$ cat src/rtl/ledc_cmd_pkg.sv
package ledc_cmd_pkg;

   typedef enum logic [1:0] {
      CLS_MODE = 2'b00,
      CLS_DATA = 2'b01,
      CLS_CTRL = 2'b10,
      CLS_ADDR = 2'b11
   } cmd_class_e;

   localparam logic [1:0] DIGIT_MODE_RST = 2'b11;
   localparam logic [2:0] DIM_RST        = 3'b000;

   typedef struct packed {
      logic [1:0] digit_mode;
      logic       key_read;
      logic       addr_fixed;
      logic       test_mode;
      logic [2:0] dim_code;
      logic       disp_on;
   } ledc_cfg_t;

endpackage

$ cat src/rtl/ledc_in_sync.sv
module ledc_in_sync #(
   parameter int          STAGES  = 2,
   parameter int          W       = 3,
   parameter logic [W-1:0] RST_VAL = '0
) (
   input  logic         clk,
   input  logic         rst_n,
   input  logic [W-1:0] async_i,
   output logic [W-1:0] sync_o,
   output logic [W-1:0] prev_o
);

   logic [W-1:0] stg [STAGES];

   genvar g;
   generate
      for (g = 0; g < STAGES; g++) begin : g_stage
         if (g == 0) begin : g_first
            always_ff @(posedge clk or negedge rst_n) begin
               if (!rst_n) stg[g] <= RST_VAL;
               else        stg[g] <= async_i;
            end
         end else begin : g_next
            always_ff @(posedge clk or negedge rst_n) begin
               if (!rst_n) stg[g] <= RST_VAL;
               else        stg[g] <= stg[g-1];
            end
         end
      end
   endgenerate

   always_ff @(posedge clk or negedge rst_n) begin
      if (!rst_n) prev_o <= RST_VAL;
      else        prev_o <= stg[STAGES-1];
   end

   assign sync_o = stg[STAGES-1];

endmodule

$ cat src/rtl/ledc_byte_rx.sv
module ledc_byte_rx #(
   parameter int DATA_W = 8
) (
   input  logic              clk,
   input  logic              rst_n,
   input  logic              sclk_rise,
   input  logic              stb_high,
   input  logic              din,
   output logic              byte_vld,
   output logic [DATA_W-1:0] byte_dat,
   output logic              byte_first
);

   localparam int              CNT_W = $clog2(DATA_W);
   localparam logic [CNT_W-1:0] LAST = CNT_W'(DATA_W - 1);

   logic [DATA_W-1:0] shreg;
   logic [CNT_W-1:0]  bit_cnt;
   logic              first_pend;

   always_ff @(posedge clk or negedge rst_n) begin
      if (!rst_n) begin
         shreg      <= '0;
         bit_cnt    <= '0;
         first_pend <= 1'b1;
         byte_vld   <= 1'b0;
         byte_dat   <= '0;
         byte_first <= 1'b0;
      end else begin
         byte_vld <= 1'b0;
         if (stb_high) begin
            bit_cnt    <= '0;
            first_pend <= 1'b1;
         end else if (sclk_rise) begin
            shreg <= {din, shreg[DATA_W-1:1]};
            if (bit_cnt == LAST) begin
               bit_cnt    <= '0;
               byte_vld   <= 1'b1;
               byte_dat   <= {din, shreg[DATA_W-1:1]};
               byte_first <= first_pend;
               first_pend <= 1'b0;
            end else begin
               bit_cnt <= bit_cnt + 1'b1;
            end
         end
      end
   end


   frame_reset_chk: assert property (@(posedge clk) disable iff (!rst_n)
      stb_high |=> (bit_cnt == '0) && first_pend);


   byte_gap_chk: assert property (@(posedge clk) disable iff (!rst_n)
      byte_vld |=> !byte_vld);

endmodule

$ cat src/rtl/ledc_cmd_decode.sv
module ledc_cmd_decode
   import ledc_cmd_pkg::*;
#(
   parameter int DATA_W    = 8,
   parameter int ADDR_W    = 4,
   parameter int RAM_DEPTH = 14
) (
   input  logic              clk,
   input  logic              rst_n,
   input  logic              stb_high,
   input  logic              byte_vld,
   input  logic [DATA_W-1:0] byte_dat,
   input  logic              byte_first,
   output ledc_cfg_t         cfg,
   output logic              wr_en,
   output logic [ADDR_W-1:0] wr_addr,
   output logic [DATA_W-1:0] wr_dat,
   output logic              cmd_pulse
);

   localparam logic [ADDR_W:0] DEPTH_L = RAM_DEPTH[ADDR_W:0];

   cmd_class_e        cls;
   logic [ADDR_W-1:0] addr;
   logic              frame_ok;
   logic              addr_ok;

   assign cls     = cmd_class_e'(byte_dat[DATA_W-1:DATA_W-2]);
   assign addr_ok = {1'b0, addr} < DEPTH_L;

   always_ff @(posedge clk or negedge rst_n) begin
      if (!rst_n) begin
         cfg.digit_mode <= DIGIT_MODE_RST;
         cfg.key_read   <= 1'b0;
         cfg.addr_fixed <= 1'b0;
         cfg.test_mode  <= 1'b0;
         cfg.dim_code   <= DIM_RST;
         cfg.disp_on    <= 1'b0;
         addr           <= '0;
         frame_ok       <= 1'b0;
         wr_en          <= 1'b0;
         wr_addr        <= '0;
         wr_dat         <= '0;
         cmd_pulse      <= 1'b0;
      end else begin
         cmd_pulse <= 1'b0;
         wr_en     <= 1'b0;
         if (stb_high) frame_ok <= 1'b0;
         if (byte_vld) begin
            if (byte_first) begin
               cmd_pulse <= 1'b1;
               unique case (cls)
                  CLS_MODE: begin
                     if (byte_dat[1:0] != cfg.digit_mode) begin
                        cfg.digit_mode <= byte_dat[1:0];
                        cfg.disp_on    <= 1'b0;
                     end
                     frame_ok <= 1'b0;
                  end
                  CLS_DATA: begin
                     cfg.key_read   <= byte_dat[1];
                     cfg.addr_fixed <= byte_dat[2];
                     cfg.test_mode  <= byte_dat[3];
                     frame_ok       <= !byte_dat[1];
                  end
                  CLS_CTRL: begin
                     cfg.dim_code <= byte_dat[2:0];
                     cfg.disp_on  <= byte_dat[3];
                     frame_ok     <= 1'b0;
                  end
                  CLS_ADDR: begin
                     addr     <= byte_dat[ADDR_W-1:0];
                     frame_ok <= 1'b1;
                  end
                  default: frame_ok <= 1'b0;
               endcase
            end else if (frame_ok && !cfg.key_read && addr_ok) begin
               wr_en   <= 1'b1;
               wr_addr <= addr;
               wr_dat  <= byte_dat;
               if (!cfg.addr_fixed) addr <= addr + 1'b1;
            end
         end
      end
   end


   wr_range_chk: assert property (@(posedge clk) disable iff (!rst_n)
      wr_en |-> ({1'b0, wr_addr} < DEPTH_L));


   fixed_addr_chk: assert property (@(posedge clk) disable iff (!rst_n)
      (wr_en && cfg.addr_fixed) |-> (addr == wr_addr));


   incr_addr_chk: assert property (@(posedge clk) disable iff (!rst_n)
      (wr_en && !cfg.addr_fixed) |-> (addr == wr_addr + 1'b1));


   rd_nowrite_chk: assert property (@(posedge clk) disable iff (!rst_n)
      cfg.key_read |-> !wr_en);


   pulse_excl_chk: assert property (@(posedge clk) disable iff (!rst_n)
      !(cmd_pulse && wr_en));


   mode_blank_chk: assert property (@(posedge clk) disable iff (!rst_n)
      (cfg.digit_mode != $past(cfg.digit_mode)) |-> !cfg.disp_on);

endmodule

$ cat src/rtl/ledc_disp_ram.sv
module ledc_disp_ram #(
   parameter int DATA_W    = 8,
   parameter int ADDR_W    = 4,
   parameter int RAM_DEPTH = 14,
   parameter bit CLEAR_RST = 1'b1
) (
   input  logic              clk,
   input  logic              rst_n,
   input  logic              wr_en,
   input  logic [ADDR_W-1:0] wr_addr,
   input  logic [DATA_W-1:0] wr_dat,
   input  logic [ADDR_W-1:0] rd_addr,
   output logic [DATA_W-1:0] rd_dat
);

   logic [DATA_W-1:0] mem [RAM_DEPTH];

   genvar g;
   generate
      for (g = 0; g < RAM_DEPTH; g++) begin : g_cell
         if (CLEAR_RST) begin : g_rst
            always_ff @(posedge clk or negedge rst_n) begin
               if (!rst_n)                                  mem[g] <= '0;
               else if (wr_en && wr_addr == ADDR_W'(g))     mem[g] <= wr_dat;
            end
         end else begin : g_norst
            always_ff @(posedge clk) begin
               if (wr_en && wr_addr == ADDR_W'(g)) mem[g] <= wr_dat;
            end
         end
      end
   endgenerate

   always_comb begin
      rd_dat = '0;
      for (int i = 0; i < RAM_DEPTH; i++) begin
         if (rd_addr == ADDR_W'(i)) rd_dat = mem[i];
      end
   end

endmodule

$ cat src/rtl/ledc_serial_cmd.sv
module ledc_serial_cmd
   import ledc_cmd_pkg::*;
#(
   parameter int DATA_W      = 8,
   parameter int ADDR_W      = 4,
   parameter int RAM_DEPTH   = 14,
   parameter int SYNC_STAGES = 2,
   parameter bit CLEAR_RST   = 1'b1
) (
   input  logic              clk,
   input  logic              rst_n,
   input  logic              ser_clk_i,
   input  logic              ser_dat_i,
   input  logic              ser_stb_i,
   input  logic [ADDR_W-1:0] ram_rd_addr_i,
   output logic [DATA_W-1:0] ram_rd_data_o,
   output logic [1:0]        digit_mode_o,
   output logic              key_read_o,
   output logic              addr_fixed_o,
   output logic              test_mode_o,
   output logic [2:0]        dim_code_o,
   output logic              disp_on_o,
   output logic              cmd_pulse_o,
   output logic              wr_pulse_o
);

   generate
      if (DATA_W != 8) begin : g_bad_width
         $error("ledc_serial_cmd: command layout needs DATA_W of 8");
      end
      if (RAM_DEPTH > (1 << ADDR_W) || RAM_DEPTH < 1) begin : g_bad_depth
         $error("ledc_serial_cmd: RAM_DEPTH must fit in ADDR_W bits");
      end
      if (SYNC_STAGES < 2) begin : g_bad_sync
         $error("ledc_serial_cmd: SYNC_STAGES must be at least 2");
      end
   endgenerate

   localparam int SIG_W = 3;
   localparam logic [SIG_W-1:0] SIG_RST = 3'b100;

   logic [SIG_W-1:0] sig_sync, sig_prev;
   logic             sclk_rise, stb_high, din_s;
   logic             byte_vld, byte_first;
   logic [DATA_W-1:0] byte_dat;
   ledc_cfg_t        cfg;
   logic             wr_en;
   logic [ADDR_W-1:0] wr_addr;
   logic [DATA_W-1:0] wr_dat;

   ledc_in_sync #(
      .STAGES  (SYNC_STAGES),
      .W       (SIG_W),
      .RST_VAL (SIG_RST)
   ) u_sync (
      .clk     (clk),
      .rst_n   (rst_n),
      .async_i ({ser_stb_i, ser_dat_i, ser_clk_i}),
      .sync_o  (sig_sync),
      .prev_o  (sig_prev)
   );

   assign sclk_rise = sig_sync[0] && !sig_prev[0];
   assign din_s     = sig_sync[1];
   assign stb_high  = sig_sync[2];

   ledc_byte_rx #(.DATA_W(DATA_W)) u_rx (
      .clk        (clk),
      .rst_n      (rst_n),
      .sclk_rise  (sclk_rise),
      .stb_high   (stb_high),
      .din        (din_s),
      .byte_vld   (byte_vld),
      .byte_dat   (byte_dat),
      .byte_first (byte_first)
   );

   ledc_cmd_decode #(
      .DATA_W    (DATA_W),
      .ADDR_W    (ADDR_W),
      .RAM_DEPTH (RAM_DEPTH)
   ) u_dec (
      .clk        (clk),
      .rst_n      (rst_n),
      .stb_high   (stb_high),
      .byte_vld   (byte_vld),
      .byte_dat   (byte_dat),
      .byte_first (byte_first),
      .cfg        (cfg),
      .wr_en      (wr_en),
      .wr_addr    (wr_addr),
      .wr_dat     (wr_dat),
      .cmd_pulse  (cmd_pulse_o)
   );

   ledc_disp_ram #(
      .DATA_W    (DATA_W),
      .ADDR_W    (ADDR_W),
      .RAM_DEPTH (RAM_DEPTH),
      .CLEAR_RST (CLEAR_RST)
   ) u_ram (
      .clk     (clk),
      .rst_n   (rst_n),
      .wr_en   (wr_en),
      .wr_addr (wr_addr),
      .wr_dat  (wr_dat),
      .rd_addr (ram_rd_addr_i),
      .rd_dat  (ram_rd_data_o)
   );

   assign digit_mode_o = cfg.digit_mode;
   assign key_read_o   = cfg.key_read;
   assign addr_fixed_o = cfg.addr_fixed;
   assign test_mode_o  = cfg.test_mode;
   assign dim_code_o   = cfg.dim_code;
   assign disp_on_o    = cfg.disp_on;
   assign wr_pulse_o   = wr_en;


   pulse_width_chk: assert property (@(posedge clk) disable iff (!rst_n)
      cmd_pulse_o |=> !cmd_pulse_o);

endmodule

$ cat config.mk
export PLATFORM = sky130hd
export DESIGN_NAME = ledc_serial_cmd
export DESIGN_NICKNAME = d
export VERILOG_FILES = /design/src/rtl/ledc_cmd_pkg.sv /design/src/rtl/ledc_in_sync.sv /design/src/rtl/ledc_byte_rx.sv /design/src/rtl/ledc_cmd_decode.sv /design/src/rtl/ledc_disp_ram.sv /design/src/rtl/ledc_serial_cmd.sv
export SDC_FILE = /design/constraint.sdc
export NUM_CORES = 1
export LEC_CHECK = 0
export BUFFER_PORTS_ARGS = -buffer_cell sky130_fd_sc_hd__buf_4
export CAP_MARGIN = 20
export CORE_MARGIN = 10
export CORE_UTILIZATION = 62
export DETAILED_ROUTE_END_ITERATION = 10
export PLACE_DENSITY = 0.8
export SETUP_SLACK_MARGIN = 0.05
export SYNTH_ARGS = -nofsm -noshare
export SYNTH_HDL_FRONTEND = slang
export SYNTH_SLANG_ARGS = --single-unit
export TNS_END_PERCENT = 50
$ cat constraint.sdc
create_clock -name clk -period 2.2 [get_ports clk]
set_input_delay 0.11 -clock clk [delete_from_list [all_inputs] [get_ports clk]]
set_output_delay 0.11 -clock clk [all_outputs]
set_load 0.03 [all_outputs]
# ---- After elaboration in Yosys (flattened, before gate mapping)
# Index checks and enable logic that the tools add are counted.
dict set report classes {
  n_mux 38
  mul 0
  div 0
  eq_ne 34
  shifts 0
  bitwise_logic 2
  magnitude_cmp 1
  n_reduce_logical 37
  add_sub_neg 2
}
# op count
set op_table {}
lappend op_table {{$mux W8} 14}
lappend op_table {{$eq A4 B4 Y1 const B} 12}
lappend op_table {{$eq A4 B3 Y1 const B} 8}
lappend op_table {{$logic_and A1 B1 Y1} 17}
lappend op_table {{$eq A4 B2 Y1 const B} 4}
lappend op_table {{$mux W4} 4}
lappend op_table {{$mux W1} 15}
lappend op_table {{$reduce_and A3 Y1} 4}
lappend op_table {{$reduce_and A4 Y1} 3}
lappend op_table {{$mux W3} 3}
lappend op_table {{$eq A4 B1 Y1 const B} 2}
lappend op_table {{$logic_not A4 Y1} 2}
lappend op_table {{$reduce_bool A2 Y1} 4}
lappend op_table {{$add A4 B1 Y4 const B} 1}
lappend op_table {{$eq A2 B2 Y1 const B} 2}
lappend op_table {{$lt A4 B4 Y1 const B} 1}
lappend op_table {{$ne A2 B1 Y1 const B} 2}
lappend op_table {{$reduce_and A2 Y1} 2}
lappend op_table {{$add A3 B1 Y3 const B} 1}
lappend op_table {{$eq A3 B3 Y1 const B} 1}
lappend op_table {{$logic_not A1 Y1} 3}
lappend op_table {{$pmux W1 S3} 1}
lappend op_table {{$eq A2 B1 Y1 const B} 1}
lappend op_table {{$logic_not A2 Y1} 1}
lappend op_table {{5 further kinds} 6}
dict set report word_totals {
  rom_bits 0
  inputBits 9
  memories 0
  latch_bits 0
  out_inout_bits 19
  mem_bits_rw 0
  word_cells 149
  regBits 169
}

# ---- Longest topological paths before layout
dict set report logic_depth {
  word_depth 15
  ltp_mapped 7
}

# ---- By module
# Synthesis repeated with hierarchy kept, for this count alone.
dict set report hier_totals {
  hier_cells 544
  hier_area_um2 7639.8
}
# module cells_each n_inst area_per_inst_um2 seq_area_each_um2
set by_module_without_submodules {}
lappend by_module_without_submodules {ledc_disp_ram 386 1 5263.8 2802.7}
lappend by_module_without_submodules {ledc_cmd_decode 91 1 1244.9 703.2}
lappend by_module_without_submodules {ledc_byte_rx 54 1 865.8 526.8}
lappend by_module_without_submodules {ledc_in_sync 12 1 251.5 229.0}
lappend by_module_without_submodules {ledc_serial_cmd 1 1 13.8 0.0}

# ---- Worst setup path before layout
# OpenSTA, ideal clock, no wires.
dict set report synth_path {
  path_type {register -> register}
  startpoint {reg u_dec.wr_en}
  endpoint {reg u_ram.mem[80] in the netlist's numbering}
  stages_incl_launch_ff 5
  required_ns 2.075
  synth_period_minus_slack_ns 1.696
  n_path_buf 1
  arrival_ns 1.571
  path_slack_ns 0.504
  cell_sequence {dfrtp_1 -> nor3b_2 -> nor2b_1 -> buf_2 -> mux2_2}
}
dict set report synth_via {
  elab_chain_cells 1
}
# item line
set synth_lines {}
lappend synth_lines {{start, declared} ledc_cmd_decode.sv:15} ;# output logic wr_en,
lappend synth_lines {{start signal, assigned} ledc_cmd_decode.sv:41} ;# wr_en <= 1'b0;
lappend synth_lines {{start signal, assigned} ledc_cmd_decode.sv:47} ;# wr_en <= 1'b0;
lappend synth_lines {{start signal, assigned} ledc_cmd_decode.sv:78} ;# wr_en <= 1'b1;
lappend synth_lines {{$logic_and A1 B1 Y1} ledc_disp_ram.sv:24} ;# else if (wr_en && wr_addr == ADDR_W'(g)) mem[g] <= wr_dat;
lappend synth_lines {{end signal, assigned by index} ledc_disp_ram.sv:24}
lappend synth_lines {{end, declared} ledc_disp_ram.sv:16} ;# logic [DATA_W-1:0] mem [RAM_DEPTH];
# No other way between the ends.
# A chain may end at the register's enable or synchronous reset.

# ---- Final worst setup path
dict set report layout_path {
  startpoint {reg u_ram.mem[99] in the netlist's numbering}
  endpoint {out ram_rd_data_o[3]}
}
dict set report layout_via {
  elab_chain_cells 13
}
# item line
set layout_lines {}
lappend layout_lines {{$mux W8 (13 in series)} ledc_disp_ram.sv:37} ;# if (rd_addr == ADDR_W'(i)) rd_dat = mem[i];
lappend layout_lines {{end, declared} ledc_serial_cmd.sv:16} ;# output logic [DATA_W-1:0] ram_rd_data_o,
# No other way between the ends.

==> results.toml <==
[critical_path]
end_kind = "output port"
cp.required_ps = 2090
slowest_stage = "dfrtp_1"
crit_type = "reg -> out"
critPathArrivalTime_ps = 1960
cp.buffers_inverters = 1
cp_top_family = "flip-flops"
start_kind = "flop"
cp_max_fo = 2
critPathMaxStageDelay_ps = 380
cp_cell_sequence = "mux2_2 -> nand2_1 -> o21ai_0 -> nor4_1 -> o221ai_1 -> buf_4"

[outcome]
status = "finished, final reports clean"

[global_route]
grt_pass1_wl_um = 27500
grt_overflow_total = 0
grt_max_degree = 59
grt_pass1_vias = 5228
grtUsageTotal = 0.210
antenna_found_initial = 0

[clock_network]
insertion_delay_ps = 430
clk_transition_reported_paths_ps = 60
cts_buffers = 17
cts_htree_levels = 4
tritoncts = "done"
clkSinkCount = 168
cts_root_buffer = "clkbuf_16"
max-clock-path-buffers = 2

[hold_path]
hp-class = "in -> async"

[drt]
drcViolationCount = 0
wl_per_cell_um = 20.9
vias_per_cell = 6.21
vias = 4919
drt_iter0_drc = 347
drtPass1Iterations = 5
finalWirelength_um = 16500
ant_nets = 0

[yosys]
yosysWarnings = 0
ys_types = 55
seq_area_frac_synth = 0.555
synthCells = 601
synth_edf_count = 0
netlist_area_um2 = 7590
async_reset_ff_frac = 1.00
synth_ff_type = "dfrtp_1"
syn_nets = 613
synth-seq-cells = 168
avgSynthCellArea_um2 = 12.6

[timing]
tns_ps = 0
setup_violations = 0
max_freq_mhz = 482
hold_violations = 0
min_period_ps = 2070
worst_pin_slew_ps = 635
slew_viol_final = 0
rsz0062_at_grt = "false"
skew_ps = 8.74
finalCritPeriodShare = 0.943
layout_setup_ws_ps = 126
relSlewSlack = 0.576

[place]
gp_congestion = 0.871
hpwl_um = 11100
port_buffers = 27
pre_cts_ws_ps = 307

[finish]
n_antenna_cell = 0
layout_common_cells = "dfrtp_1, mux2_2, nand2_1, buf_4, mux2_1"
drive_above_1_share = 0.319
syn2layout_area_growth_pct = 13.3
fin_nets = 644
final_common_cell = "dfrtp_1"

[power]
p_leak_nw = 4.30
ir_worst_vdd_mv = 0.738
powerDensity_nw_per_um2 = 755

[floorplanning]
die_area_um2 = 17100
dieHeight_um = 131
initial_utilization = 0.632
ios = 28
die_w_um = 131
coreArea_um2 = 12000
rows = 40

[flow_run]
maxCapViolCount = 0
[area by class of cell]
| cell class | instances | area, µm² |
|---|---|---|
| Timing Repair Buffer | 48 | 412 |
| Clock buffer | 17 | 425 |
| Tap cell | 147 | 184 |
| Inverter | 10 | 37.5 |
| Sequential cell | 168 | 4210 |
| Fill cell | 844 | 3410 |
| Multi-Input combinational cell | 387 | 3170 |
| Clock inverter | 15 | 165 |
[state kept, by name (all words and copies together), names as in the netlist, 3 cells and up]
| register | count |
|---|---|
| u_dec.wr_dat | 8 |
| u_rx.bit_cnt | 3 |
| u_sync.stg | 3 |
| u_rx.byte_dat | 8 |
| u_dec.addr | 4 |
| u_sync.sync_o | 3 |
| u_ram.mem | 112 |
| u_dec.cfg | 9 |
| u_dec.wr_addr | 4 |
| u_rx.shreg | 7 |
[metrics by stage]
| stage | instances | hold WS [ps] | cell area, µm² | power, mW | utilization |
|---|---|---|---|---|---|
| final | 792 | 222 | 8600 | 6.49 | 0.716 |
| after global routing | 792 | 274 | 8600 | 6.74 | 0.716 |
| after CTS | 792 | 229 | 8600 | 6.54 | 0.716 |
| after detailed placement | 756 | 117 | 7970 | 3.58 | 0.664 |
| after global placement | 756 | 105 | 7970 | 3.56 | 0.664 |
| after floorplan | 601 | -186 | 7590 | 3.42 | - |
[where the power goes]
group          internal [mW]  total (mW)  switching (mW)
clock network           1.70        2.97            1.27
registers               3.15        3.19          0.0424
logic                  0.132       0.330           0.198
total                   4.98        6.49            1.51
[layer usage]
layer,wire length (µm),GRT usage,share of wire
met5,0,0,0
met4,272,0.0804,0.016
met3,830,0.0532,0.050
met2,8220,0.344,0.50
met1,7220,0.264,0.44
[path summary, 6_finish.rpt]
kind / to / startpoint / cells past startpoint / slack, ps
worst max register to register: u_rx.byte_dat[5]$_DFFE_PN0P_ / u_sync.prev_o[0]$_DFF_PN0_ / 4 / 320
worst min register to register: u_sync.sync_o[0]$_DFF_PN0_ / u_sync.stg[3]$_DFF_PN0_ / 0 / 350
max in group asynchronous: u_sync.sync_o[2]$_DFF_PN1_ / rst_n / 3 / 1280
min in group clk: u_sync.stg[4]$_DFF_PN0_ / ser_dat_i / 2 / 330
worst max-delay path: ram_rd_data_o[3] / u_ram.mem[99]$_DFFE_PN0P_ / 6 / 130
worst min-delay path: u_ram.mem[111]$_DFFE_PN0P_ / rst_n / 2 / 220
[timing repair]
action	4_1_cts	5_1_grt
hold buffers	4	0
setup buffers	0	0
hold endpoints to repair	56	0
setup endpoints to repair	0	0
gates resized for setup	0	0
[kinds of logic after synthesis]
family,synth area share
and+or+nand+nor,0.0885
DFF,0.555
xor gates and xnor gates,0.00231
muxes,0.250
buffers and inverters,0.0279
adders and majority gates,0.00495
AOI/OAI and AO/OA,0.0716
[synth_stat cells (4+ instances only)]
library cell | instances | share of area
dfrtp_1 | 163 | 0.54
mux2_2 | 106 | 0.16
nand2_1 | 62 | 0.031
mux2_1 | 38 | 0.056
o21ai_0 | 26 | 0.017
a21oi_1 | 23 | 0.015
mux2i_1 | 23 | 0.030
buf_2 | 16 | 0.011
clkbuf_1 | 16 | 0.0079
nor2_1 | 16 | 0.0079
inv_1 | 9 | 0.0045
nand2b_1 | 7 | 0.0058
nor2_2 | 7 | 0.0058
nor3_1 | 6 | 0.0040
a211oi_1 | 5 | 0.0049
a221oi_1 | 5 | 0.0058
dfstp_2 | 5 | 0.017
nor4_1 | 5 | 0.0041
o221ai_1 | 5 | 0.0058
nand3_1 | 4 | 0.0026
nor2b_1 | 4 | 0.0033
Power figures use the tool's default switching activity.
